[src/rtl/irq_recog_pkg.sv]
package irq_recog_pkg;

  // Strobes passed from the poll control to the sample datapath.
  typedef struct packed {
    logic poll;     // this cycle is an armed instruction end: latch the poll result
    logic lateWin;  // use the earlier (taken-branch) sample
  } pollCtrl_t;

endpackage

[src/rtl/irq_poll_ctrl.sv]
module irq_poll_ctrl
  import irq_recog_pkg::*;
(
  input  logic      clk,
  input  logic      rst,
  input  logic      lastCycle,
  input  logic      isBranch,
  input  logic      brTaken,
  input  logic      pageCross,
  output pollCtrl_t ctrl
);

  // Cleared by reset; set once the first instruction after reset has ended.
  logic armed;

  always_ff @(posedge clk) begin
    if (rst) begin
      armed <= 1'b0;
    end else if (lastCycle) begin
      armed <= 1'b1;
    end
  end

  always_comb begin
    ctrl.poll    = lastCycle & armed;
    ctrl.lateWin = isBranch & brTaken & ~pageCross;
  end

endmodule

[src/rtl/irq_poll_dp.sv]
module irq_poll_dp
  import irq_recog_pkg::*;
#(
  parameter int POLL_LEAD = 2  // cycles before the instruction end for the normal poll
) (
  input  logic      clk,
  input  logic      rst,
  input  logic      irqReq,
  input  logic      irqDisable,
  input  pollCtrl_t ctrl,
  output logic      takeIrq
);

  // hist[k], read during cycle n, holds the enabled request of cycle n-1-k.
  localparam int NORM_IDX = POLL_LEAD - 1;
  localparam int LATE_IDX = POLL_LEAD;
  localparam int DEPTH    = POLL_LEAD + 1;

  logic hist [DEPTH];
  logic pend;
  logic pollBit;

  always_ff @(posedge clk) begin
    if (rst) begin
      hist[0] <= 1'b0;
    end else begin
      hist[0] <= irqReq & ~irqDisable;
    end
  end

  for (genvar g = 1; g < DEPTH; g++) begin : g_stage
    always_ff @(posedge clk) begin
      if (rst) begin
        hist[g] <= 1'b0;
      end else begin
        hist[g] <= hist[g-1];
      end
    end
  end

  always_comb begin
    pollBit = ctrl.lateWin ? hist[LATE_IDX] : hist[NORM_IDX];
  end

  // The pending flag lives for exactly one cycle: the would-be opcode fetch.
  always_ff @(posedge clk) begin
    if (rst) begin
      pend <= 1'b0;
    end else begin
      pend <= ctrl.poll & pollBit;
    end
  end

  assign takeIrq = pend;

endmodule

[src/rtl/irq_recog_unit.sv]
module irq_recog_unit
  import irq_recog_pkg::*;
#(
  parameter int POLL_LEAD = 2
) (
  input  logic clk,
  input  logic rst,
  input  logic irqReq,
  input  logic irqDisable,
  input  logic lastCycle,
  input  logic isBranch,
  input  logic brTaken,
  input  logic pageCross,
  output logic takeIrq
);

  pollCtrl_t ctrl;

  irq_poll_ctrl ctrl_i (
    .clk       (clk),
    .rst       (rst),
    .lastCycle (lastCycle),
    .isBranch  (isBranch),
    .brTaken   (brTaken),
    .pageCross (pageCross),
    .ctrl      (ctrl)
  );

  irq_poll_dp #(.POLL_LEAD(POLL_LEAD)) dp_i (
    .clk        (clk),
    .rst        (rst),
    .irqReq     (irqReq),
    .irqDisable (irqDisable),
    .ctrl       (ctrl),
    .takeIrq    (takeIrq)
  );

endmodule

[config.mk]
export PLATFORM = sky130hd
export DESIGN_NAME = irq_recog_unit
export DESIGN_NICKNAME = d
export VERILOG_FILES = /design/src/rtl/irq_recog_pkg.sv /design/src/rtl/irq_poll_ctrl.sv /design/src/rtl/irq_poll_dp.sv /design/src/rtl/irq_recog_unit.sv
export SDC_FILE = /design/constraint.sdc
export NUM_CORES = 1
export LEC_CHECK = 0
export BUFFER_PORTS_ARGS = -buffer_cell sky130_fd_sc_hd__buf_4
export CAP_MARGIN = 20
export CORE_AREA = 2 2 39 41
export CTS_BUF_LIST = sky130_fd_sc_hd__clkbuf_4 sky130_fd_sc_hd__clkbuf_8
export DETAILED_ROUTE_END_ITERATION = 10
export DIE_AREA = 0 0 41 43
export GPL_ROUTABILITY_DRIVEN = 0
export GPL_TIMING_DRIVEN = 0
export PLACE_DENSITY = 0.31
export SKIP_CTS_REPAIR_TIMING = 1
export SLEW_MARGIN = 5
export SYNTH_ARGS = -nofsm -noshare
export SYNTH_HDL_FRONTEND = slang
export SYNTH_SLANG_ARGS = --single-unit
[constraint.sdc]
create_clock -name clk -period 0.8 [get_ports clk]
set_input_delay 0.2 -clock clk [delete_from_list [all_inputs] [get_ports clk]]
set_output_delay 0.2 -clock clk [all_outputs]
set_load 0.01 [all_outputs]
==> summary.md <==
| Metric | Value |
|---|---|
| Status | finished with violations |
| Failing checks | setup timing |
| Vias/cell | 3.55 |
| Critical Path Fanout Max | 1 |
| YS warnings | 0 |
| Detail Route Antenna Nets | 0 |
| Number of synthesized register bits | 5 |
| Total Wirelength | 333 µm |
| CP max stage delay | 310 ps |
| Detailed Route Iter0 Violations | 2 |
| CP Cell Sequence | buf_6 |
| Top cell type's share of synthesized area | 59.7% |
| Worst EP arrival | 660 ps |
| Mapped Nets | 22 |
| Syn Area/Cell | 12.0 µm² |
| Num Clock Sinks | 5 |
| Worst skew pair latency | 240 ps |
| Row Count | 14 |
| Synth cell types | 7 |
| Crit Path Class | reg2out |
| Slowest-stage cell, CP | dfxtp_2 |
| Least-Margin Pin Slew | 150 ps |
| Pwr dens | 2240 nW/µm² |
| RSZ-0062 raised after global routing | yes |
| Chip Height | 43 µm |
| Placeable Area | 1380 µm² |
| Delay-heaviest family, CP | flip-flops |
| Final setup viols | 1 |
| Width of the die | 41 µm |
| Final period util | 108% |
| CTS tree | built |
| CP startpoint kind | flip-flop |
| Vias | 149 |
| Area Overhead vs Synth | 68.7% |
| MaxCap Viol Count | 0 |
| Setup tns final | -62.0 ps |
| HP Class | in2reg |
| Layout cells sized above 1 | 57.7% |
| Worst-path clk slew | 40 ps |
| First-pass GRT wire length | 621 µm |
| Post-layout instance count excluding filler cells | 42 |
| Port Buffer Count | 8 |
| Nets | 35 |
| Final Worst Setup Slack | -62.0 ps |
| Clock Tree Root | clkbuf_4 |
| Register area share after synthesis | 59.7% |
| Slew HR | 90.0% |
| Highest ir drop seen on vdd | 0.000689 V |
| Post-Syn Area | 168 µm² |
| Die area | 1760 µm² |
| Max Freq | 1160 MHz |
| Hold Fails Final Rpt | 0 |
| # DRC | 0 |
| Total clock buffers created by CTS | 3 |
| Starting Density | 12.1% |
| Largest net degree at the start of global routing | 7 |
| Mapped Cells | 14 |
| Leakage | 0.128 nW |
| Top post-synthesis cells by area | dfxtp_1 60%, and2b_2 10%, nand4b_1 10% |
| CP endpoint kind | output pin |
| Post-DR wirelength/cell | 7.93 µm |
| Pwr Total | 0.000632 W |
| Post-layout util | 20.4% |
| Worst Clk Skew | 2.07 ps |
| H-tree depth | 1 |
| Initial antenna violation count | 0 |
| Diode count | 0 |
| Fill cell count | 162 |
| Total track usage | 6.54% |
| Boundary Pins | 9 |
| Worst path bufs/invs | 1 |
| Worst endpoint required time | 600 ps |
| Vias in the first global route | 163 |
| First-pass DRT Iterations | 2 |
| Final Max Tran Viols | 0 |
| Synth area leader | dfxtp_1 |
| Bufs on Longest Clock Path | 2 |
| GRT overflow | 0 |
| Minimum clock period | 862 ps |
| Placed Cells | 38 |
## cell usage in the layout, fill, tap and decap left out
cell      instances
clkbuf_4          4
dfxtp_1           4
dfxtp_2           1
buf_6             1
nor2_1            2
nand3b_1          1
buf_4             7
and2b_2           2
nand4b_1          2
mux2i_1           1
nor3b_1           1
## layer usage
layer  GRT usage (%)  up-vias  part of all wire (%)
li1                -       72                     -
met4            10.0        0                     0
met2            5.94       11                    44
met1            6.15       66                    41
met3            6.28        0                    14
met5               0        -                     0
## cells by family after synthesis
kind of cell / synth area share, %
simple gates: 34.3
flops: 59.7
mux: 5.97
## through the flow
step / area, µm² / setup WS, ps / hold WS [ps]
floorplan: 168 / 205 / 272
global placement: 248 / 91.6 / 362
detailed placement: 248 / 81.5 / 365
CTS: 278 / -88.2 / 98.3
global route: 283 / -92.3 / 110
finish: 283 / -62.0 / 113
## sequential cells by signal, summed over array words and instances, names as in the netlist
register,cells
dp_i.hist,3
ctrl_i.armed,1
dp_i.takeIrq,1
## cells in the mapped netlist
cell type  count
and2b_2        2
nor2_1         2
nand4b_1       2
nand3b_1       1
nor3b_1        1
mux2i_1        1
dfxtp_1        5
## final cells by class
cell class              instances  area (µm²)  share of cell area (%)
flip-flops and latches          5         101                    35.8
multi-input cells               9        67.6                    23.9
repair buffers                  8        63.8                    22.6
clock buffers                   4        30.0                    10.6
well taps                      16        20.0                    7.08
## report_power, final
part           total (W)  switching, W  leakage [nW]  internal (W)
combinational  0.0000423     0.0000116        0.0686     0.0000307
sequential      0.000262    0.00000366        0.0414      0.000258
clock           0.000328      0.000105        0.0184      0.000222
## path summary, 6_finish.rpt
kind | end | slack (ps) | depth (start not counted) | from
max | takeIrq | -60 | 1 | dp_i.takeIrq
min | dp_i.hist[0] | 110 | 2 | irqDisable
max reg2reg | dp_i.takeIrq | 150 | 2 | ctrl_i.armed
min reg2reg | dp_i.hist[1] | 450 | 1 | dp_i.hist[0]
Note: power is estimated with default switching activity, not from simulation.
